--- src/rtl/pgs_pkg.sv ---
package pgs_pkg;

  localparam int ADDR_W = 12;
  localparam int DATA_W = 32;
  localparam int FLD_W  = 6;
  localparam int SUM_W  = FLD_W + 1;

  localparam logic [ADDR_W-1:0] OFS_CTRL = 12'h000;
  localparam logic [ADDR_W-1:0] OFS_MASK = 12'h008;
  localparam logic [ADDR_W-1:0] OFS_GATE = 12'h260;
  localparam logic [ADDR_W-1:0] OFS_PUPT = 12'h264;
  localparam logic [ADDR_W-1:0] OFS_PDNT = 12'h268;

  typedef struct packed {
    logic [FLD_W-1:0] second;
    logic [FLD_W-1:0] first;
  } phase_time_t;

  typedef enum logic [1:0] {
    ST_IDLE = 2'd0,
    ST_DOWN = 2'd1,
    ST_UP   = 2'd2
  } seq_state_t;

  function automatic logic [SUM_W-1:0] phase_sum(phase_time_t t);
    return {1'b0, t.first} + {1'b0, t.second};
  endfunction

  function automatic logic [ADDR_W-1:0] mask_addr(int idx);
    return OFS_MASK + ADDR_W'(4 * idx);
  endfunction

  function automatic logic [DATA_W-1:0] time_word(phase_time_t t);
    logic [DATA_W-1:0] w;
    w = '0;
    w[FLD_W-1:0]   = t.first;
    w[8+FLD_W-1:8] = t.second;
    return w;
  endfunction

endpackage

--- src/rtl/pgs_regs.sv ---
module pgs_regs
  import pgs_pkg::*;
#(
  parameter int N_MASK = 4
) (
  input  logic                     clk,
  input  logic                     rst_n,
  input  logic                     bus_en,
  input  logic                     bus_we,
  input  logic [ADDR_W-1:0]        bus_addr,
  input  logic [DATA_W-1:0]        bus_wdata,
  output logic [DATA_W-1:0]        bus_rdata,
  output logic                     bus_ready,
  input  logic                     clr_down,
  input  logic                     clr_up,
  output logic                     req_down,
  output logic                     req_up,
  output logic                     gate_on,
  output phase_time_t              up_time,
  output phase_time_t              down_time,
  output logic [N_MASK*DATA_W-1:0] mask_flat
);

  logic wr;
  logic wr_ctrl;
  logic set_down;
  logic set_up;
  logic [DATA_W-1:0] rd_mux;

  assign wr       = bus_en && bus_we;
  assign wr_ctrl  = wr && (bus_addr == OFS_CTRL);
  assign set_up   = wr_ctrl && bus_wdata[1];
  assign set_down = wr_ctrl && bus_wdata[0] && !bus_wdata[1];

  always_ff @(posedge clk or negedge rst_n) begin
    if (!rst_n) begin
      req_down <= 1'b0;
      req_up   <= 1'b0;
    end else begin
      req_down <= set_down || (req_down && !clr_down);
      req_up   <= set_up   || (req_up   && !clr_up);
    end
  end

  always_ff @(posedge clk or negedge rst_n) begin
    if (!rst_n) begin
      gate_on   <= 1'b0;
      up_time   <= '0;
      down_time <= '0;
    end else if (wr) begin
      if (bus_addr == OFS_GATE) gate_on <= bus_wdata[0];
      if (bus_addr == OFS_PUPT) up_time <= '{second: bus_wdata[13:8], first: bus_wdata[5:0]};
      if (bus_addr == OFS_PDNT) down_time <= '{second: bus_wdata[13:8], first: bus_wdata[5:0]};
    end
  end

  genvar g;
  generate
    for (g = 0; g < N_MASK; g++) begin : g_mask
      logic [DATA_W-1:0] word_q;
      always_ff @(posedge clk or negedge rst_n) begin
        if (!rst_n) word_q <= '1;
        else if (wr && bus_addr == mask_addr(g)) word_q <= bus_wdata;
      end
      assign mask_flat[g*DATA_W +: DATA_W] = word_q;
    end
  endgenerate

  always_comb begin
    rd_mux = '0;
    if (bus_addr == OFS_CTRL) rd_mux = {30'b0, req_up, req_down};
    if (bus_addr == OFS_GATE) rd_mux = {31'b0, gate_on};
    if (bus_addr == OFS_PUPT) rd_mux = time_word(up_time);
    if (bus_addr == OFS_PDNT) rd_mux = time_word(down_time);
    for (int i = 0; i < N_MASK; i++) begin
      if (bus_addr == mask_addr(i)) rd_mux = mask_flat[i*DATA_W +: DATA_W];
    end
  end

  always_ff @(posedge clk or negedge rst_n) begin
    if (!rst_n) begin
      bus_ready <= 1'b0;
      bus_rdata <= '0;
    end else begin
      bus_ready <= bus_en;
      bus_rdata <= (bus_en && !bus_we) ? rd_mux : '0;
    end
  end

  // every access is answered on the next cycle, and only then
  p_ready_next_r2: assert property (@(posedge clk) disable iff (!rst_n)
    bus_en |=> bus_ready);
  p_ready_cause_r2: assert property (@(posedge clk) disable iff (!rst_n)
    bus_ready |-> $past(bus_en));
  // a double request never records a new power-down
  p_up_wins_r8: assert property (@(posedge clk) disable iff (!rst_n)
    (wr_ctrl && bus_wdata[1] && bus_wdata[0]) |=> (req_up && (!req_down || $past(req_down))));

endmodule

--- src/rtl/pgs_seq.sv ---
module pgs_seq
  import pgs_pkg::*;
(
  input  logic        clk,
  input  logic        rst_n,
  input  logic        req_down,
  input  logic        req_up,
  input  logic        gate_on,
  input  phase_time_t up_time,
  input  phase_time_t down_time,
  output logic        clr_down,
  output logic        clr_up,
  output logic        iso_en,
  output logic        sw_en,
  output logic        dom_off
);

  seq_state_t       state;
  logic [SUM_W-1:0] cnt;

  // named internal events
  logic start_down;
  logic start_up;
  logic skip_down;
  logic skip_up;
  logic cnt_zero;
  logic done_down;
  logic done_up;

  assign cnt_zero   = (cnt == '0);
  assign skip_up    = (state == ST_IDLE) && req_up && !dom_off;
  assign start_up   = (state == ST_IDLE) && req_up && dom_off;
  assign skip_down  = (state == ST_IDLE) && !req_up && req_down && (dom_off || !gate_on);
  assign start_down = (state == ST_IDLE) && !req_up && req_down && !dom_off && gate_on;
  assign done_down  = (state == ST_DOWN) && cnt_zero;
  assign done_up    = (state == ST_UP) && cnt_zero;

  assign clr_down = skip_down || done_down;
  assign clr_up   = skip_up || done_up;

  always_ff @(posedge clk or negedge rst_n) begin
    if (!rst_n) begin
      state   <= ST_IDLE;
      cnt     <= '0;
      iso_en  <= 1'b0;
      sw_en   <= 1'b1;
      dom_off <= 1'b0;
    end else begin
      if (start_up) begin
        sw_en <= 1'b1;
        cnt   <= phase_sum(up_time);
        state <= ST_UP;
      end else if (start_down) begin
        iso_en <= 1'b1;
        cnt    <= phase_sum(down_time);
        state  <= ST_DOWN;
      end else if (done_down) begin
        sw_en   <= 1'b0;
        dom_off <= 1'b1;
        state   <= ST_IDLE;
      end else if (done_up) begin
        iso_en  <= 1'b0;
        dom_off <= 1'b0;
        state   <= ST_IDLE;
      end else if (state != ST_IDLE) begin
        cnt <= cnt - 1'b1;
      end
    end
  end

  // an open switch always sits behind isolation and is reported as off
  p_iso_guard_r12: assert property (@(posedge clk) disable iff (!rst_n)
    !sw_en |-> (iso_en && dom_off));
  p_off_isolated_r3: assert property (@(posedge clk) disable iff (!rst_n)
    dom_off |-> iso_en);
  // isolation rises only when a pending power-down is launched
  p_iso_rise_r3: assert property (@(posedge clk) disable iff (!rst_n)
    $rose(iso_en) |-> ($past(req_down) && $past(state == ST_IDLE) && sw_en));
  // isolation falls only at the end of a power-up with the switch closed
  p_iso_fall_r4: assert property (@(posedge clk) disable iff (!rst_n)
    $fell(iso_en) |-> ($past(state == ST_UP) && sw_en && !dom_off));
  // a power-down request with gating disabled leaves isolation untouched
  p_gate_block_r5: assert property (@(posedge clk) disable iff (!rst_n)
    (state == ST_IDLE && req_down && !req_up && !gate_on) |=> ($stable(iso_en) && $stable(sw_en)));

endmodule

--- src/rtl/pgs_wake.sv ---
module pgs_wake
  import pgs_pkg::*;
#(
  parameter int N_MASK = 4
) (
  input  logic [N_MASK*DATA_W-1:0] irq_lines,
  input  logic [N_MASK*DATA_W-1:0] mask_flat,
  input  logic                     dom_off,
  output logic                     wake_req
);

  logic [N_MASK-1:0] word_hit;

  genvar g;
  generate
    for (g = 0; g < N_MASK; g++) begin : g_hit
      assign word_hit[g] = |(irq_lines[g*DATA_W +: DATA_W] & ~mask_flat[g*DATA_W +: DATA_W]);
    end
  endgenerate

  assign wake_req = dom_off && (|word_hit);

endmodule

--- src/rtl/pwr_gate_seq.sv ---
module pwr_gate_seq
  import pgs_pkg::*;
#(
  parameter int N_MASK = 4,
  localparam int IRQ_W = N_MASK * DATA_W
) (
  input  logic              clk,
  input  logic              rst_n,
  input  logic              bus_en,
  input  logic              bus_we,
  input  logic [ADDR_W-1:0] bus_addr,
  input  logic [DATA_W-1:0] bus_wdata,
  output logic [DATA_W-1:0] bus_rdata,
  output logic              bus_ready,
  input  logic [IRQ_W-1:0]  irq_lines,
  output logic              iso_en,
  output logic              sw_en,
  output logic              dom_off,
  output logic              wake_req
);

  logic        req_down;
  logic        req_up;
  logic        clr_down;
  logic        clr_up;
  logic        gate_on;
  phase_time_t up_time;
  phase_time_t down_time;
  logic [IRQ_W-1:0] mask_flat;

  pgs_regs #(.N_MASK(N_MASK)) u_regs (
    .clk       (clk),
    .rst_n     (rst_n),
    .bus_en    (bus_en),
    .bus_we    (bus_we),
    .bus_addr  (bus_addr),
    .bus_wdata (bus_wdata),
    .bus_rdata (bus_rdata),
    .bus_ready (bus_ready),
    .clr_down  (clr_down),
    .clr_up    (clr_up),
    .req_down  (req_down),
    .req_up    (req_up),
    .gate_on   (gate_on),
    .up_time   (up_time),
    .down_time (down_time),
    .mask_flat (mask_flat)
  );

  pgs_seq u_seq (
    .clk       (clk),
    .rst_n     (rst_n),
    .req_down  (req_down),
    .req_up    (req_up),
    .gate_on   (gate_on),
    .up_time   (up_time),
    .down_time (down_time),
    .clr_down  (clr_down),
    .clr_up    (clr_up),
    .iso_en    (iso_en),
    .sw_en     (sw_en),
    .dom_off   (dom_off)
  );

  pgs_wake #(.N_MASK(N_MASK)) u_wake (
    .irq_lines (irq_lines),
    .mask_flat (mask_flat),
    .dom_off   (dom_off),
    .wake_req  (wake_req)
  );

  // no wake request while the domain is powered
  p_wake_off_only_r10: assert property (@(posedge clk) disable iff (!rst_n)
    (!dom_off && !$past(dom_off)) |-> !wake_req);

endmodule

--- config.mk ---
export PLATFORM = sky130hd
export DESIGN_NAME = pwr_gate_seq
export DESIGN_NICKNAME = d
export VERILOG_FILES = /design/src/rtl/pgs_pkg.sv /design/src/rtl/pgs_regs.sv /design/src/rtl/pgs_seq.sv /design/src/rtl/pgs_wake.sv /design/src/rtl/pwr_gate_seq.sv
export SDC_FILE = /design/constraint.sdc
export NUM_CORES = 1
export LEC_CHECK = 0
export BUFFER_PORTS_ARGS = -buffer_cell sky130_fd_sc_hd__buf_4
export CAP_MARGIN = 20
export CORE_MARGIN = 3
export CORE_UTILIZATION = 55
export CTS_CLUSTER_SIZE = 14
export DETAILED_ROUTE_END_ITERATION = 7
export HOLD_SLACK_MARGIN = 0.12
export PLACE_DENSITY_LB_ADDON = 0.05
export RECOVER_POWER = 100
export SKIP_LAST_GASP = 1
export SLEW_MARGIN = 30
export SYNTH_ARGS = -nofsm -noshare
export SYNTH_HDL_FRONTEND = slang
export SYNTH_SLANG_ARGS = --single-unit
--- constraint.sdc ---
create_clock -name clk -period 2.9 [get_ports clk]
set_input_delay 0.58 -clock clk [delete_from_list [all_inputs] [get_ports clk]]
set_output_delay 0.58 -clock clk [all_outputs]
set_load 0.01 [all_outputs]
==> flow_summary.json, run 1 <==
{
  "cts_buffers": 17,
  "synth_edf_count": 0,
  "synth_commonest_cells": "133 x mux2_1, 129 x dfstp_2, 86 x inv_1",
  "ant_nets": 0,
  "max_cap_viol_count": 1,
  "yosysWarningCount": 0,
  "avgRoutedWirePerCell_um": 23.1,
  "synth_ff_type": "dfstp_2",
  "clock-root-buffer": "clkbuf_16",
  "cts_max_path_buffers": 2,
  "min_to": "u_regs.g_mask[2].word_q[27]$_DFFE_PN1P_",
  "dieArea_sq_um": 20200,
  "critical_path_required_ns": 2.32,
  "relSlewSlack_pct": -0.285,
  "final-max-slew-violation-count": 57,
  "grt_max_degree": 69,
  "hpwlAfterDp_um": 22900,
  "ir_drop_uv": 382,
  "rows": 49,
  "power.clock.fraction_pct": 41.6,
  "worstHoldPathCells": 2,
  "num_io_pins": 213,
  "p_total_w": 0.00554,
  "r2r_cells": 6,
  "gp_congestion": 0.938,
  "num_vias": 8325,
  "cts_tree": "built",
  "clk_pin_slew_ns": 0.08,
  "avgSynthCellArea_sq_um": 11.2,
  "seqPwrFrac_pct": 50.8,
  "cp-end-kind": "output pin",
  "drive_gt1_share_pct": 34.3,
  "combPwrFrac_pct": 7.6,
  "initial_core_util_pct": 56.2,
  "violations": "max-capacitance violations, max-slew violations",
  "die_x_um": 142,
  "nets": 1312,
  "routed_wl_um": 31400,
  "grt_antenna_before_repair": 0,
  "nFillCells": 1424,
  "rsz0062_at_grt": "true",
  "core_sq_um": 18100,
  "die_y_um": 142,
  "fin_skew_ns": 0.0105,
  "reg2reg_from": "u_seq.cnt[0]$_DFFE_PN0P_",
  "async_flop_share_pct": 100,
  "grt-ovfl-total": 0,
  "synth_fp_nets": 1098,
  "worstSetupPathType": "reg2out",
  "setup_viol": 0,
  "period_needed_ns": 2.87,
  "power_density_nw_per_um2": 442,
  "netlist_area_sq_um": 10200,
  "tightest_slew_ns": 1.50,
  "antenna_cells": 0,
  "switching_share_pct": 25.0,
  "p_int_w": 0.00415,
  "pre_cts_slack_ns": 0.188,
  "port_buffers": 212,
  "synth.most_common_cell": "mux2_1",
  "ys_types": 58,
  "p_leak_nw": 5.81,
  "start_kind": "register",
  "area_growth_pct": 23.2,
  "period_share_pct": 99.1,
  "min_from": "bus_wdata[27]",
  "grt_usage_pct": 31.0,
  "clock-sinks": 200,
  "grt_pass1_wl_um": 47100,
  "drt_iter0_drc": 812,
  "htreeDepth": 4,
  "critPathArrivalTime_ns": 2.29,
  "grt_pass1_vias": 8231,
  "insertion_delay_ns": 0.44,
  "reg2reg_slack_ns": 0.09,
  "fmax_mhz": 348,
  "synth.yosys.seq_area_share_pct": 50.8,
  "critPathMaxFanout": 2,
  "finalHoldViolations": 0,
  "synth.area.top_cells": "dfstp_2 33%, dfrtp_1 17%, mux2_1 15%",
  "drc": 0,
  "via_per_inst": 6.11,
  "first_pass_iters": 8,
  "synth.largest_area_cell": "dfstp_2",
  "synth_cells": 907,
  "r2r-end": "u_seq.cnt[1]$_DFFE_PN0P_",
  "postLayoutSetupSlackWorst_ns": 0.0262,
  "ys_ff_latch": 200,
  "status": "finished, violations left",
  "hp-class": "in2reg",
  "p_sw_w": 0.00139,
  "synth.top_cell.area_share_pct": 33.3
}
[timing repair]
item                                    CTS  global route
hold buffers                              1             0
setup buffers                             1             0
hold endpoints to repair                  1             0
endpoints found under the setup margin    1             1
gates resized for setup                   5             1
pin swaps                                 2             1
[worst max path at each step]
stage / start / end / slack [ns] / depth (start not counted)
after floorplan: bus_addr[3] / u_regs.g_mask[2].word_q[10]$_DFFE_PN1P_ / 0.64 / 6
after global placement: irq_lines[122] / wake_req / 0.22 / 7
after detailed placement: irq_lines[122] / wake_req / 0.19 / 7
after CTS: u_regs.g_mask[2].word_q[20]$_DFFE_PN1P_ / wake_req / 0.01 / 7
after global routing: u_regs.g_mask[2].word_q[20]$_DFFE_PN1P_ / wake_req / -0.03 / 7
final: u_regs.g_mask[2].word_q[20]$_DFFE_PN1P_ / wake_req / 0.03 / 7
[area by class of cell]
| class | count | area [sq um] | area share, % |
|---|---|---|---|
| inverter | 86 | 323 | 2.58 |
| multi-input combinational | 581 | 4530 | 36.1 |
| tap | 229 | 287 | 2.29 |
| clock inverter | 13 | 129 | 1.03 |
| sequential | 200 | 5170 | 41.2 |
| timing repair buffer | 235 | 1670 | 13.3 |
| clock buffer | 19 | 433 | 3.46 |
[cell families (layout without fill, tap and decap cells)]
| kind of cell | count (synthesis) | count (layout) | synth area share [%] |
|---|---|---|---|
| xor+xnor | 6 | 6 | 0.517 |
| compound gates | 191 | 191 | 13.1 |
| mux | 151 | 151 | 16.7 |
| simple gates | 218 | 218 | 11.9 |
| fa+ha+maj | 15 | 15 | 1.99 |
| flops | 200 | 200 | 50.8 |
| buf+inv | 126 | 353 | 4.89 |
[through the flow]
stage / hold WS, ns / util [%] / instance area, sq um / setup TNS [ns] / instances
after floorplan: 0.284 / - / 10200 / 0 / 907
after global placement: 0.467 / 67.1 / 12100 / 0 / 1329
after detailed placement: 0.474 / 67.1 / 12100 / 0 / 1329
after CTS: 0.299 / 70.5 / 12700 / 0 / 1363
after global routing: 0.367 / 69.3 / 12500 / -0.0258 / 1363
final: 0.372 / 69.3 / 12500 / 0 / 1363
[cells in the final DEF (no fill, tap or decap), drive strengths merged, types with 4 or more instances in the layout]
cell	n
nor2b	4
dfrtp	71
a22oi	13
xnor2	4
nand2b	67
nor3	13
mux2	150
clkbuf	65
buf	188
inv	95
nand3b	4
ha	13
nand3	8
o21ai	22
nor2	36
clkinv	4
o2111ai	23
a222oi	21
nand2	51
o22ai	27
a311oi	10
a21oi	50
a31oi	7
nor4	16
dfstp	129
[critical path: stages (launching register included)]
cell and delay (ns):
dfstp_2 0.55, nand2b_1 0.13, o2111ai_2 0.17, nor4_2 0.32, buf_4 0.16, nand4_1 0.07
o31a_1 0.29, buf_4 0.15
[routing by layer]
layer / GRT usage [%] / vias to the layer above / wire (um)
met2: 48.8 / 443 / 14900
met4: 10.3 / 0 / 801
met3: 8.00 / 53 / 2960
met5: 0 / - / 0
li1: - / 3718 / -
met1: 42.4 / 4111 / 12800
[registers in the layout, summed over array words and instances, names as in the netlist, 2 cells and up]
signal	flops
u_regs.down_time	12
u_seq.state	2
u_regs.g_mask.word_q	128
u_regs.up_time	12
u_regs.bus_rdata	32
u_seq.cnt	7
[power by group through the flow]
stage / combinational [W] / sequential, W / clock (W)
after detailed placement: 0.000423 / 0.00286 / 0
after global routing: 0.000454 / 0.00281 / 0.00246
after floorplan: 0.0000885 / 0.00286 / 0
after global placement: 0.000420 / 0.00286 / 0
after CTS: 0.000428 / 0.00281 / 0.00233
final: 0.000420 / 0.00281 / 0.00231
No activity file was read; power rests on OpenSTA's default activity.
==> run 2: changes to the inputs <==
ABC_AREA = 1   (was default)
==> flow_summary.json, run 2 <==
{
  "yosysWarningCount": 0,
  "critical_path_required_ns": 2.32,
  "cts_tree": "built",
  "final-max-slew-violation-count": 69,
  "worstPathCellList": "inv_1 > a22o_1 > nor2_1 > nand2_1 > nor2_1 > nand2_1 > nor2_1 > a21oi_1 > clkbuf_1",
  "synth_commonest_cells": "340 x nand2_1, 212 x inv_1, 163 x o21ai_0",
  "r2r_cells": 12,
  "avgRoutedWirePerCell_um": 17.5,
  "grt_pass1_wl_um": 47300,
  "synth.most_common_cell": "nand2_1",
  "rows": 49,
  "synth.top_cell.area_share_pct": 32.5,
  "ys_types": 42,
  "finalHoldViolations": 0,
  "netlist_area_sq_um": 10400,
  "most-common-layout-cells": "341 x nand2_1, 214 x inv_1, 201 x o21ai_0, 173 x buf_4, 129 x dfstp_2",
  "grt_antenna_before_repair": 0,
  "worstSetupPathType": "reg2out",
  "synth.yosys.seq_area_share_pct": 49.5,
  "p_leak_nw": 5.95,
  "cp_common_cell": "nor2_1",
  "regMostFlops": "u_regs.g_mask.word_q",
  "ir_drop_uv": 429,
  "cts_buffers": 17,
  "clock-sinks": 200,
  "power_density_nw_per_um2": 500,
  "grt_max_degree": 71,
  "grt-ovfl-total": 0,
  "initial_core_util_pct": 56.9,
  "nets": 1708,
  "grt_pass1_vias": 9054,
  "drt_iter0_drc": 929,
  "path_delay_family": "simple AND/OR/NAND/NOR gates",
  "whs_ns": 0.324,
  "post_cts_resized": 0,
  "start_kind": "register",
  "die_y_um": 144,
  "core_sq_um": 18300,
  "dieArea_sq_um": 20700,
  "cp-end-kind": "output pin",
  "period_needed_ns": 2.65,
  "fmax_mhz": 377,
  "tns_ns": 0,
  "hpwlAfterDp_um": 22300,
  "htreeDepth": 4,
  "critPathMaxFanout": 2,
  "drive_gt1_share_pct": 23.6,
  "status": "finished, violations left",
  "via_per_inst": 5.49,
  "insertion_delay_ns": 0.44,
  "cts_max_path_buffers": 2,
  "violations": "max-capacitance violations, max-slew violations",
  "avgSynthCellArea_sq_um": 7.91,
  "crit_cells": 9,
  "layout_commonest_cell": "nand2_1",
  "worstHoldPathCells": 1,
  "area_growth_pct": 20.3,
  "relSlewSlack_pct": -27.4,
  "num_vias": 9653,
  "setup_viol": 0,
  "routed_wl_um": 30800,
  "clock-root-buffer": "clkbuf_16",
  "cts_hold_buf": 0,
  "antenna_cells": 0,
  "synth_edf_count": 0,
  "ys_ff_latch": 200,
  "rsz0062_at_grt": "false",
  "cts_setup_buffers": 0,
  "fin_util_pct": 68.5,
  "port_buffers": 212,
  "largest_reg_flops": 128,
  "num_io_pins": 213,
  "cp_slowest_stage_delay_ns": 0.53,
  "cp_slowest_cell": "dfstp_2",
  "async_flop_share_pct": 100,
  "critPathArrivalTime_ns": 2.07,
  "top_regs": "u_regs.g_mask.word_q: 128 flops, u_regs.bus_rdata: 32 flops",
  "synth.area.top_cells": "dfstp_2 32%, dfrtp_1 17%, nand2_1 12%",
  "synth.largest_area_cell": "dfstp_2",
  "max_cap_viol_count": 1,
  "first_pass_iters": 6,
  "period_share_pct": 91.4,
  "synth_fp_nets": 1511,
  "worst-path-buf-inv": 2,
  "ant_nets": 0,
  "clk_pin_slew_ns": 0.07,
  "hp-class": "in2reg",
  "synth_cells": 1320,
  "tightest_slew_ns": 1.91,
  "synth_ff_type": "dfstp_2",
  "grt_usage_pct": 29.6,
  "fin_skew_ns": 0.00921,
  "die_x_um": 144,
  "gp_congestion": 0.911,
  "drc": 0
}
## run 2: changes by cell type after synthesis, sizes merged, moves of 21 or more
| cell | delta |
|---|---|
| o2111ai | -21 |
| nand2 | +296 |
| a222oi | -21 |
| nand3 | +35 |
| nor2 | +55 |
| nand2b | -67 |
| inv | +133 |
| o21ai | +185 |
| mux2 | -150 |
| o22ai | +26 |
## run 2: cells by family (layout without fill, tap and decap cells)
kind of cell,after synthesis,in the layout,synth area share (%)
buffers and inverters,265,475,10.8
xor gates and xnor gates,7,7,0.587
and+or+nand+nor,494,494,19.7
adders and majority gates,15,15,1.94
DFF,200,200,49.5
AOI/OAI and AO/OA,339,339,17.5
## run 2: final timing paths
path                                                         start                        endpoint  slack, ns
min reg2reg                               u_seq.iso_en$_DFFE_PN0P_        u_seq.iso_en$_DFFE_PN0P_       0.48
min in group asynchronous                                    rst_n  u_regs.bus_rdata[17]$_DFF_PN0_       0.68
max in group asynchronous                                    rst_n        u_seq.cnt[0]$_DFFE_PN0P_       0.78
max                        u_regs.g_mask[2].word_q[29]$_DFFE_PN1P_                        wake_req       0.25
min                                                         bus_en      u_regs.bus_ready$_DFF_PN0_       0.32
max reg2reg                               u_seq.cnt[0]$_DFFE_PN0P_        u_seq.cnt[5]$_DFFE_PN0P_       0.92
## run 2: cell type report
class | instances | area [sq um]
Clock inverter | 9 | 134
Clock buffer | 23 | 509
Fill cell | 1631 | 5770
Timing Repair Buffer | 223 | 1530
Sequential cell | 200 | 5170
Multi-Input combinational cell | 855 | 4110
Inverter | 220 | 833
Tap cell | 229 | 287
## run 2: power breakdown
group / total (W) / internal [W] / switching (W) / leakage (nW)
clock network: 0.00258 / 0.00151 / 0.00107 / 0.315
logic: 0.000776 / 0.000352 / 0.000424 / 3.33
registers: 0.00292 / 0.00287 / 0.0000512 / 2.30
total: 0.00628 / 0.00473 / 0.00155 / 5.95
## run 2: metrics by stage
stage	instance area, sq um	worst slack, ns	total power (W)	cells
final	12600	0.248	0.00628	1759
after global routing	12600	0.129	0.00650	1759
after CTS	12800	0.247	0.00632	1759
after detailed placement	12100	0.404	0.00377	1727
after global placement	12100	0.503	0.00377	1727
after floorplan	10400	1.12	0.00337	1320
## run 2: layer usage
layer / GRT usage [%] / part of all wire (%) / wire length (um)
met1: 42.3 / 44 / 13600
met2: 45.6 / 45 / 14000
met3: 6.92 / 8.4 / 2580
met4: 8.33 / 2.2 / 670
met5: 0 / 0 / 0
==> run 3: changes to the inputs <==
CORE_UTILIZATION = 50   (was 55)
RECOVER_POWER = 25   (was 100)
clock period = 3.3 ns   (was 2.9 ns; I/O delays follow)
==> flow_summary.json, run 3 (synthesis results as in run 2) <==
{
  "status": "finished, violations left",
  "violations": "max-capacitance violations, max-slew violations",
  "cp_slowest_cell": "dfstp_2",
  "ant_nets": 0,
  "power_density_nw_per_um2": 418,
  "use_met3_pct": 4.94,
  "critPathMaxFanout": 2,
  "rows": 52,
  "num_io_pins": 213,
  "clock-sinks": 200,
  "critical_path_required_ns": 2.64,
  "via_per_inst": 5.25,
  "drc": 0,
  "cp-end-kind": "output pin",
  "first_pass_iters": 5,
  "finalHoldViolations": 0,
  "rsz0062_at_grt": "false",
  "period_needed_ns": 2.80,
  "post_cts_resized": 0,
  "routed_wl_um": 31400,
  "clk_pin_slew_ns": 0.08,
  "htreeDepth": 4,
  "grt_pass1_wl_um": 48400,
  "cts_buffers": 17,
  "dieArea_sq_um": 22600,
  "hpwlAfterDp_um": 22600,
  "area_growth_pct": 21.6,
  "fin_skew_ns": 0.0110,
  "max_cap_viol_count": 1,
  "cts_setup_buffers": 0,
  "grt_max_degree": 76,
  "die_x_um": 150,
  "tightest_slew_ns": 1.99,
  "hp-class": "in2reg",
  "die_y_um": 150,
  "port_buffers": 212,
  "gp_congestion": 0.903,
  "drive_gt1_share_pct": 26.8,
  "worstPathCellList": "inv_1 > nand2_1 > o21ai_0 > nor2_1 > nand2_1 > nor2_1 > nand2_1 > nor2_1 > a21oi_1 > buf_4",
  "drt_iter0_drc": 801,
  "place_inst": 1766,
  "top_regs": "u_regs.g_mask.word_q: 128 flops, u_regs.bus_rdata: 32 flops",
  "insertion_delay_ns": 0.44,
  "grt-ovfl-total": 0,
  "fin_cells": 1798,
  "relSlewSlack_pct": -32.4,
  "clock-root-buffer": "clkbuf_16",
  "top_usage_layer": "met2",
  "grt_antenna_before_repair": 0,
  "critPathArrivalTime_ns": 2.14,
  "nets": 1706,
  "tns_ns": 0,
  "fin_util_pct": 62.3,
  "fmax_mhz": 357,
  "path_delay_family": "simple AND/OR/NAND/NOR gates",
  "grt_pass1_vias": 8897,
  "grt_usage_pct": 27.9,
  "ir_drop_uv": 349,
  "cts_tree": "built",
  "core_sq_um": 20400,
  "gr-usage-met2_pct": 42.0,
  "worst-path-buf-inv": 2,
  "worstSetupPathType": "reg2out",
  "start_kind": "register",
  "final-max-slew-violation-count": 76,
  "use_met1_pct": 41.2,
  "cts_max_path_buffers": 2,
  "setup_viol": 0,
  "num_vias": 9435,
  "nFillCells": 1884,
  "cts_hold_buf": 0,
  "largest_reg_flops": 128,
  "avgRoutedWirePerCell_um": 17.4,
  "most-common-layout-cells": "340 x nand2_1, 217 x buf_4, 212 x inv_1, 163 x o21ai_0, 129 x dfstp_2",
  "layout_commonest_cell": "nand2_1",
  "regMostFlops": "u_regs.g_mask.word_q",
  "antenna_cells": 0,
  "period_share_pct": 85.0,
  "p_leak_nw": 6.08,
  "cp_slowest_stage_delay_ns": 0.54,
  "initial_core_util_pct": 51.3
}
==> run 3: changes by cell type in the layout (fill, tap and decap cells not counted), sizes merged <==
cell	change
clkinv	+1
bufinv	-3
buf	+42
clkbuf	-49
inv	+6
clkinvlp	+1
==> run 3: through the flow <==
step | total power, W | hold slack (ns) | instance area, sq um | setup slack [ns]
detailed placement | 0.00333 | 0.465 | 12200 | 0.600
global route | 0.00555 | 0.365 | 12700 | 0.324
global placement | 0.00332 | 0.462 | 12200 | 0.739
finish | 0.00531 | 0.360 | 12700 | 0.496
CTS | 0.00534 | 0.258 | 12700 | 0.515
floorplan | 0.00296 | 0.364 | 10400 | 1.36
==> run 3: layer usage <==
layer  routed length (um)  vias up
li1                     -     4636
met1                14000     4385
met2                14100      369
met3                 2470       45
met4                  739        0
met5                    0        -
==> run 3: final cells by class <==
class,instances,area (sq um),area share (%)
Tap cell,270,338,2.66
Sequential cell,200,5170,40.7
Inverter,220,833,6.56
Timing Repair Buffer,221,1650,13.0
Clock inverter,14,133,1.04
Multi-Input combinational cell,855,4150,32.7
Clock buffer,18,429,3.38
==> run 3: final timing paths <==
| path | from | endpoint | slack (ns) | depth (start not counted) |
|---|---|---|---|---|
| min reg2reg | u_regs.g_mask[0].word_q[1]$_DFFE_PN1P_ | u_regs.g_mask[0].word_q[1]$_DFFE_PN1P_ | 0.48 | 2 |
| max reg2reg | u_seq.state[1]$_DFFE_PN0P_ | u_seq.cnt[5]$_DFFE_PN0P_ | 1.34 | 10 |
| max | u_regs.g_mask[1].word_q[29]$_DFFE_PN1P_ | wake_req | 0.50 | 10 |
| min | bus_en | u_regs.bus_ready$_DFF_PN0_ | 0.36 | 1 |
| min in group asynchronous | rst_n | u_seq.cnt[3]$_DFFE_PN0P_ | 0.75 | 1 |
| max in group asynchronous | rst_n | u_regs.bus_ready$_DFF_PN0_ | 0.73 | 2 |
==> run 3: worst register-to-register path, cell delays in order, from the launching register on <==
cell     delay [ns]
dfrtp_1        0.41
nor2_2         0.19
nand2_1        0.07
nor2_1         0.14
nand3_2        0.21
nand3_1        0.13
nand2_1        0.10
inv_1          0.28
o21ai_0        0.14
a21oi_1        0.14
nor2_1         0.05
==> run 3: power breakdown <==
group	internal [W]	switching, W	leakage [nW]
clock network	0.00100	0.00103	0.271
registers	0.00252	0.0000466	2.30
logic	0.000327	0.000393	3.51
total	0.00385	0.00146	6.08
